[config.mk]
export PLATFORM = sky130hd
export DESIGN_NAME = ide_pio_timing_encoder
export DESIGN_NICKNAME = d
export VERILOG_FILES = /design/src/rtl/ide_pio_timing_encoder.sv
export SDC_FILE = /design/constraint.sdc
export NUM_CORES = 1
export LEC_CHECK = 0
export ABC_CLOCK_PERIOD_IN_PS = 7000
export BUFFER_PORTS_ARGS = -buffer_cell sky130_fd_sc_hd__buf_2
export CAP_MARGIN = 20
export CORE_MARGIN = 2
export CORE_UTILIZATION = 58
export DETAILED_ROUTE_END_ITERATION = 10
export PLACE_DENSITY = 0.85
export SYNTH_ARGS = -nofsm -noshare
export SYNTH_HDL_FRONTEND = slang
export SYNTH_SLANG_ARGS = --single-unit
[constraint.sdc]
create_clock -name clk -period 7 [get_ports clk]
set_clock_uncertainty 0.1 [all_clocks]
set_input_delay 0.7 -clock clk [delete_from_list [all_inputs] [get_ports clk]]
set_output_delay 0.7 -clock clk [all_outputs]
set_load 0.1 [all_outputs]
[src/rtl/ide_pio_timing_encoder.sv]
module ide_pio_timing_encoder #(
  parameter int CW        = 5,
  parameter int DEF_SETUP = 4,
  parameter int DEF_ACT   = 16,
  parameter int DEF_REC   = 16
) (
  input  logic          clk,
  input  logic          rst_n,
  input  logic          start,
  input  logic [1:0]    drv_idx,
  input  logic [CW-1:0] setup_cnt,
  input  logic [CW-1:0] active_cnt,
  input  logic [CW-1:0] recov_cnt,
  input  logic          peer_present,
  input  logic          ctl_wr,
  input  logic [1:0]    ctl_sel,
  input  logic [5:0]    ctl_bits,
  input  logic [1:0]    rd_sel,
  output logic [7:0]    rd_setup,
  output logic [7:0]    rd_data,
  output logic [7:0]    setup_byte,
  output logic [7:0]    data_byte,
  output logic          done
);

  localparam int NDRV  = 4;
  localparam int NPAIR = 3;
  localparam logic [CW-1:0] D_S = CW'(DEF_SETUP);
  localparam logic [CW-1:0] D_A = CW'(DEF_ACT);
  localparam logic [CW-1:0] D_R = CW'(DEF_REC);

  typedef enum logic [1:0] {S_IDLE, S_SETUP, S_DATA, S_DONE} state_t;

  function automatic logic [1:0] enc_setup(input logic [CW-1:0] c);
    if (c == CW'(4))                      return 2'b00;
    else if (c == CW'(3))                 return 2'b10;
    else if (c == CW'(1) || c == CW'(2))  return 2'b01;
    else                                  return 2'b11;
  endfunction

  function automatic logic [1:0] pair_of(input logic [1:0] sel);
    return sel[1] ? 2'd2 : {1'b0, sel[0]};
  endfunction

  function automatic logic [CW-1:0] maxc(input logic [CW-1:0] a, input logic [CW-1:0] b);
    return (b > a) ? b : a;
  endfunction

  localparam logic [1:0] RST_HI  = enc_setup(D_S);
  localparam logic [7:0] RST_DAT = {D_A[3:0], D_R[3:0]};

  state_t state;
  logic          busy;
  logic [1:0]    pair_q;
  logic [1:0]    hi_q;
  logic [7:0]    dat_q;

  logic [CW-1:0] st_s [NDRV];
  logic [CW-1:0] st_a [NDRV];
  logic [CW-1:0] st_r [NDRV];

  logic [1:0]    reg_hi  [NPAIR];
  logic [5:0]    reg_lo  [NPAIR];
  logic [7:0]    reg_dat [NPAIR];

  logic [1:0]    mate;
  logic          merge;
  logic [CW-1:0] m_s, m_a, m_r;

  assign busy  = (state != S_IDLE);
  assign done  = (state == S_DONE);
  assign mate  = drv_idx ^ 2'd1;
  assign merge = drv_idx[1] & peer_present;
  assign m_s   = merge ? maxc(setup_cnt,  st_s[mate]) : setup_cnt;
  assign m_a   = merge ? maxc(active_cnt, st_a[mate]) : active_cnt;
  assign m_r   = merge ? maxc(recov_cnt,  st_r[mate]) : recov_cnt;

  assign setup_byte = {hi_q, reg_lo[pair_q]};
  assign data_byte  = dat_q;
  assign rd_setup   = {reg_hi[pair_of(rd_sel)], reg_lo[pair_of(rd_sel)]};
  assign rd_data    = reg_dat[pair_of(rd_sel)];

  always_ff @(posedge clk) begin
    if (!rst_n) begin
      state  <= S_IDLE;
      pair_q <= 2'd0;
      hi_q   <= RST_HI;
      dat_q  <= RST_DAT;
      for (int i = 0; i < NDRV; i++) begin
        st_s[i] <= D_S;
        st_a[i] <= D_A;
        st_r[i] <= D_R;
      end
    end else begin
      case (state)
        S_IDLE: if (start) begin
          state         <= S_SETUP;
          pair_q        <= pair_of(drv_idx);
          hi_q          <= enc_setup(m_s);
          dat_q         <= {m_a[3:0], m_r[3:0]};
          st_s[drv_idx] <= setup_cnt;
          st_a[drv_idx] <= active_cnt;
          st_r[drv_idx] <= recov_cnt;
        end
        S_SETUP: state <= S_DATA;
        S_DATA:  state <= S_DONE;
        default: state <= S_IDLE;
      endcase
    end
  end

  always_ff @(posedge clk) begin
    if (!rst_n) begin
      for (int p = 0; p < NPAIR; p++) begin
        reg_hi[p]  <= RST_HI;
        reg_lo[p]  <= 6'd0;
        reg_dat[p] <= RST_DAT;
      end
    end else begin
      if (state == S_SETUP) reg_hi[pair_q]  <= hi_q;
      if (state == S_DATA)  reg_dat[pair_q] <= dat_q;
      if (ctl_wr)           reg_lo[pair_of(ctl_sel)] <= ctl_bits;
    end
  end

endmodule

==> results of run 1 <==
cell type report:
class / count / area share, %
clock inverter: 14 / 2.13
tap: 140 / 2.39
sequential: 130 / 51.1
multi-input combinational: 317 / 33.0
inverter: 21 / 1.08
timing repair buffer: 67 / 4.68
clock buffer: 17 / 5.65
path summary, 6_finish.rpt:
| path | startpoint | end | slack, ns | cells past startpoint |
|---|---|---|---|---|
| worst min register to register | hi_q[1] | hi_q[1] | 0.42 | 2 |
| worst max-delay path | drv_idx[0] | hi_q[0] | 3.62 | 9 |
| worst max register to register | state[0] | st_a[2][2] | 3.69 | 6 |
| worst min-delay path | ctl_bits[2] | reg_lo[3][2] | 0.29 | 1 |
worst reg2reg max path, cell delays in order, from the launching register on:
cell and delay (ns):
sky130_fd_sc_hd__dfxtp_1 0.34, sky130_fd_sc_hd__inv_1 0.11, sky130_fd_sc_hd__ha_1 0.30, sky130_fd_sc_hd__and3_1 0.67
sky130_fd_sc_hd__nand2_1 0.53, sky130_fd_sc_hd__o21ai_1 0.65, sky130_fd_sc_hd__buf_4 0.32
cells in the final DEF (no fill, tap or decap), drive strengths merged, types with 2 or more instances in the layout:
master      n
nand2b      9
a21oi       2
o311ai      6
edfxtp    114
buf        67
bufinv      2
nor3       14
o211ai      4
clkbuf     17
nor3b       3
a31oi       2
nand2      53
and3        6
nor2b       6
clkinvlp    4
nand3       3
nand4       3
o21ai      19
o22ai       3
xnor2       2
o2111ai     8
dfxtp      16
clkinv      5
mux2i      23
ha         20
nor4        9
conb        6
o21a        8
mux4       21
inv        24
nor2       18
and2       63
through the flow:
| step | total power, W | std cells |
|---|---|---|
| 2_1_floorplan | 0.00124 | 491 |
| 3_3_place_gp | 0.00130 | 675 |
| 3_5_place_dp | 0.00132 | 675 |
| 4_1_cts | 0.00216 | 706 |
| 5_1_grt | 0.00222 | 706 |
| 6_report | 0.00215 | 706 |
routing by layer:
layer	vias to the layer above	global-route usage (%)	part of all wire [%]
met5	-	0	0
met4	0	6.68	0.94
met3	15	5.79	6.5
met2	180	40.8	51
met1	2051	31.3	41
li1	1939	-	-
cell usage after synthesis, types with 2 or more instances:
cell type and number:
sky130_fd_sc_hd__mux4_1 6, sky130_fd_sc_hd__a21oi_1 2, sky130_fd_sc_hd__inv_1 21, sky130_fd_sc_hd__o2111ai_1 8, sky130_fd_sc_hd__mux4_2 15, sky130_fd_sc_hd__buf_2 5, sky130_fd_sc_hd__clkbuf_1 17, sky130_fd_sc_hd__nor3_1 13
sky130_fd_sc_hd__ha_1 20, sky130_fd_sc_hd__nand2_1 53, sky130_fd_sc_hd__edfxtp_1 114, sky130_fd_sc_hd__nor4_1 9, sky130_fd_sc_hd__nor2b_1 5, sky130_fd_sc_hd__nor2_1 18, sky130_fd_sc_hd__and3_1 6, sky130_fd_sc_hd__mux2i_1 23
sky130_fd_sc_hd__nor3b_1 3, sky130_fd_sc_hd__o211ai_1 4, sky130_fd_sc_hd__nand2b_1 9, sky130_fd_sc_hd__and2_1 63, sky130_fd_sc_hd__a31oi_1 2, sky130_fd_sc_hd__dfxtp_1 16, sky130_fd_sc_hd__xnor2_1 2, sky130_fd_sc_hd__o311ai_0 6
sky130_fd_sc_hd__o22ai_1 2, sky130_fd_sc_hd__nand4_1 3, sky130_fd_sc_hd__o21a_1 8, sky130_fd_sc_hd__o21ai_0 19, sky130_fd_sc_hd__nand3_1 2
cell families after synthesis:
logic type	Yosys count
and+or+nand+nor	188
AOI/OAI and AO/OA	56
adders and majority gates	20
buffers and inverters	44
muxes	45
xor gates and xnor gates	2
DFF	130
other	1
power by group:
part           internal, W  switching, W  total (W)
Clock             0.000508      0.000338   0.000847
Combinational    0.0000913      0.000286   0.000377
Sequential        0.000898     0.0000303   0.000929
Total              0.00150      0.000654    0.00215
sequential cells by signal, summed over array words and instances, names as in the netlist, named ones only:
signal / count
reg_dat: 24
reg_lo: 24
st_a: 20
st_r: 20
st_s: 20
data_byte: 8
reg_hi: 6
hi_q: 2
pair_q: 2
state: 2
==> results.ini, run 1 <==
[run_status]
status = completed

[grt]
globalRoute.totalOverflow = 0
grt_antenna_before_repair = 0
grt_start_max_net_pins = 39
grt_pass1_vias = 4064
groute.usage.overall_pct = 24.1
wire_length_of_the_first_global_routing_pass_um = 20900

[setup_path]
kind_of_end_point_of_the_critical_path = flop
cp-start-kind = primary input
critical_path_arrival_ns = 3.65
critical_path.max_stage_delay_ns = 0.70
critical_path_peak_fanout = 38
worst_ep_required_time_ns = 7.28
crit_chain = buf_2 -> mux4_1 -> ha_1 -> nand4_1 -> nor3_2 -> o22ai_2 -> mux2_2 -> mux2i_1 -> o211ai_1
critical_path_type = in -> reg
timing.critical_path.slowest_stage_cell = sky130_fd_sc_hd__mux4_1
critical_path.n_buffers_inverters = 1
cp_delay_by_family_top = multiplexers

[floorplanning]
start_util_pct = 58.8
floorplan.io_pins = 65
fp-row-count = 38
floorplan.die.width_um = 108
core_um2 = 10700
die_h_um = 108
floorplan.die_area_um2 = 11700

[logic_synthesis]
fraction_of_synthesis_flops_using_an_asynchronous_set_or_reset_pin_pct = 0
ys_seq_elements = 130
syn_inst = 486
synth-adder-area-share_pct = 3.96
synth_top_family_by_area = simple AND/OR/NAND/NOR gates
ys_types = 41
fraction_of_the_mapped_netlist_area_in_simple_logic_gates_pct = 15.8
synth_top_cells_by_area = sky130_fd_sc_hd__edfxtp_1, sky130_fd_sc_hd__and2_1, sky130_fd_sc_hd__mux4_2
synth_warnings = 0
synth.yosys.seq_area_share_pct = 59.2
post_syn_area_per_cell_um2 = 13.0
most_frequently_used_flop_master_after_synthesis = sky130_fd_sc_hd__edfxtp_1
synth.top_cell.area_share_pct = 54.2
synthXorXnorAreaFrac_pct = 0.277
synth.area.mux_share_pct = 11.7
area_fraction_in_compound_gates_after_synthesis_pct = 6.16
synth.cell_area_um2 = 6320
synth_enable_flop_cells = 114
netlist.top_cell.by_area = sky130_fd_sc_hd__edfxtp_1

[drt]
first_pass_iters = 5
route.antenna.remaining_nets = 0
drt-vias-per-instance = 5.93
drc = 0
num_vias = 4185
initialDrtViolationCount = 228
routed_wl_um = 13400
avgRoutedWirePerCell_um = 18.9

[clocking]
clock_insertion_delay_worst_skew_ns = 0.52
tritoncts_clock_tree = built
clock_tree.htree_level_count = 4
root_buffer = sky130_fd_sc_hd__clkbuf_8
clock_path_buffers = 2
postCtsHoldBufs = 0
cts_repair_resize_count = 0
cts_post_setup_buffers_inserted = 0
cts.reportedPaths.clkPinSlew_ns = 0.06
clock-sinks = 130
numCtsBuffers = 17

[pwr]
cellPowerDensity_nw_per_um2 = 294
total_leakage_power_nw = 2.91
vdd_ir_drop_max_mv = 0.170

[cells_and_area]
final_util_pct = 68.2
register_area_um2 = 3740
multi_input_comb_area_um2 = 2410
layout-drive-gt1-share_pct = 21.2
fin_nets = 606
layout-area-overhead-vs-synth_pct = 15.9
diodes = 0
final_area_um2 = 7330
final.fill_count = 755

[min_path]
min_path_type = in -> reg

[timing]
report.final.slew_viol_count = 0
hold_viol_final = 0
worstMarginPinSlew_ns = 0.928
finalWorstPathRequiredPeriod_ns = 3.38
max_slew_margin_pct = 38.0
holdWs_ns = 0.292
fin_crit_sh_pct = 48.2
setup_viol_count_final = 0
finalSetupTns_ns = 0
grt_setup_unrepaired = no
fin_ws_ns = 3.62
fmaxAchievable_ghz = 0.296

[placed_design]
finalWeightedCongestion = 0.888
hpwlAfterDp_um = 8990
post_place_instance_area_um2 = 6760
dp_slack_ns = 3.16
port_buffers = 64

[flow_run]
maxCapViolCount = 0

No activity file was read; power rests on OpenSTA's default activity.
==> inputs of run 2 (changes only) <==
- ABC_CLOCK_PERIOD_IN_PS: 7000 -> 3000
- CORE_UTILIZATION: 58 -> 53
- PLACE_DENSITY: 0.85 -> 0.82
- clock period: 7 -> 3 ns (I/O delays scaled with it)
==> results.ini, run 2 (synthesis gave the netlist of run 1 again) <==
[cells_and_area]
largestRegisters = reg_dat x24, reg_lo x24
multi_input_comb_area_um2 = 2410  ; unchanged
layout-drive-gt1-share_pct = 23.4  ; +2.2 points
layout-area-overhead-vs-synth_pct = 20.5
register_area_um2 = 3740  ; unchanged
final_area_um2 = 7610  ; +3.9%
final_common_cell = sky130_fd_sc_hd__edfxtp_1
layout.cells.most_common_list = sky130_fd_sc_hd__edfxtp_1, sky130_fd_sc_hd__buf_2, sky130_fd_sc_hd__and2_1
final-instance-count-excl-fill = 733  ; +3.8%
diodes = 0  ; unchanged
final.fill_count = 831  ; +10%
fin_nets = 629  ; +3.8%

[timing]
grt_setup_unrepaired = no
worstMarginPinSlew_ns = 0.783  ; -0.145 ns
setup_viol_count_final = 0  ; unchanged
max_slew_margin_pct = 47.7  ; +9.7 points
fmaxAchievable_ghz = 0.359
report.final.slew_viol_count = 0  ; unchanged
fin_ws_ns = 0.215  ; -3.41 ns
fin_crit_sh_pct = 92.8
hold_viol_final = 0  ; unchanged
finalSetupTns_ns = 0  ; unchanged
finalWorstPathRequiredPeriod_ns = 2.78

[pwr]
total_leakage_power_nw = 3.09  ; +5.9%
cellPowerDensity_nw_per_um2 = 702  ; +140%
vdd_ir_drop_max_mv = 0.841  ; +400%

[setup_path]
critical_path_type = reg -> reg
cp-start-kind = flop
critical_path_peak_fanout = 5  ; -87%
kind_of_end_point_of_the_critical_path = flop
critical_path_arrival_ns = 2.98  ; -0.67 ns
worst_ep_required_time_ns = 3.19  ; -4.09 ns

[floorplanning]
floorplan.die_area_um2 = 12800  ; +9.1%
start_util_pct = 54.9  ; -3.9 points
die_h_um = 113  ; +4.4%
core_um2 = 11500  ; +7.2%
floorplan.die.width_um = 113  ; +4.4%
floorplan.io_pins = 65  ; unchanged
fp-row-count = 39  ; +2.6%

[grt]
globalRoute.totalOverflow = 0  ; unchanged
gr-max-usage-layer = met2
globalRouteMet2Util_pct = 39.4  ; -1.5 points
wire_length_of_the_first_global_routing_pass_um = 22300  ; +6.9%
groute.usage.overall_pct = 23.1  ; -0.98 points
grt_antenna_before_repair = 0  ; unchanged
grt_pass1_vias = 4421  ; +8.8%
met1_usage_pct = 27.8  ; -3.4 points
grt_start_max_net_pins = 33  ; -15%
globalRouteMet3Util_pct = 7.28  ; +1.5 points

[clocking]
postCtsHoldBufs = 4  ; +4
clock_path_buffers = 2  ; unchanged
tritoncts_clock_tree = built
root_buffer = sky130_fd_sc_hd__clkbuf_16
cts_post_setup_buffers_inserted = 0  ; unchanged
cts.reportedPaths.clkPinSlew_ns = 0.06  ; about the same
numCtsBuffers = 17  ; unchanged
clock-sinks = 130  ; unchanged
clock_tree.htree_level_count = 4  ; unchanged
clock_insertion_delay_worst_skew_ns = 0.41  ; -0.11 ns
cts_repair_resize_count = 0  ; unchanged

[min_path]
min_path_type = in -> reg

[placed_design]
dp_slack_ns = 0.0553  ; -3.11 ns
post-place-cells = 696  ; +3.1%
hpwlAfterDp_um = 9330  ; +3.8%
port_buffers = 64  ; unchanged
post_place_instance_area_um2 = 6910  ; +2.2%
finalWeightedCongestion = 0.851  ; -4.1%

[run_status]
status = finished with violations
failed_checks = DRC

[drt]
num_vias = 4352  ; +4.0%
initialDrtViolationCount = 283  ; +24%
first_pass_iters = 8  ; +3
drc = 7  ; +7
routed_wl_um = 13900  ; +4.2%
route.antenna.remaining_nets = 0  ; unchanged
avgRoutedWirePerCell_um = 19.0  ; +0.35%
drt-vias-per-instance = 5.94  ; +0.16%

[flow_run]
maxCapViolCount = 0  ; unchanged

run 2: layout make-up:
cell class,instances,area share (%)
Multi-Input combinational cell,317,31.7
Sequential cell,130,49.2
Tap cell,143,2.35
Clock inverter,8,1.92
Clock buffer,24,6.72
Inverter,21,1.04
Timing Repair Buffer,90,7.10
run 2: path summary, 6_finish.rpt:
kind / endpoint / from / depth (start not counted) / slack (ns)
hold reg to reg: data_byte[2] / data_byte[2] / 2 / 0.43
setup reg to reg: hi_q[0] / st_s[2][4] / 8 / 0.22
hold / removal: reg_lo[3][5] / ctl_bits[5] / 1 / 0.03
setup / recovery: hi_q[0] / st_s[2][4] / 8 / 0.22
run 2: metal layers:
metal  vias up  wire [um]
met3        23        968
met5         -          0
met2       199       7160
met1      2138       5570
met4         0        219
li1       1992          -
run 2: worst max-delay path: stages (launching register included):
cell and delay [ns]:
sky130_fd_sc_hd__edfxtp_1 0.37, sky130_fd_sc_hd__mux4_2 0.50, sky130_fd_sc_hd__ha_1 0.34, sky130_fd_sc_hd__a21oi_1 0.24, sky130_fd_sc_hd__o22ai_1 0.16, sky130_fd_sc_hd__o22ai_2 0.29
sky130_fd_sc_hd__mux2_2 0.41, sky130_fd_sc_hd__mux2i_1 0.16, sky130_fd_sc_hd__o211ai_1 0.09
run 2: per-stage QoR:
| stage | hold slack [ns] | utilization, % | total power, W |
|---|---|---|---|
| after floorplan | 0.299 | - | 0.00289 |
| after global placement | 0.404 | 60.0 | 0.00307 |
| after detailed placement | 0.412 | 60.0 | 0.00310 |
| after CTS | 0.00277 | 66.0 | 0.00535 |
| after global routing | 0.0121 | 66.1 | 0.00551 |
| final | 0.0253 | 66.1 | 0.00535 |
run 2: report_power, final:
group / internal (W) / leakage [nW] / switching (W) / total [W]
registers: 0.00210 / 1.26 / 0.0000714 / 0.00217
clock network: 0.00152 / 0.322 / 0.000741 / 0.00226
logic: 0.000236 / 1.50 / 0.000680 / 0.000915
total: 0.00385 / 3.09 / 0.00149 / 0.00535
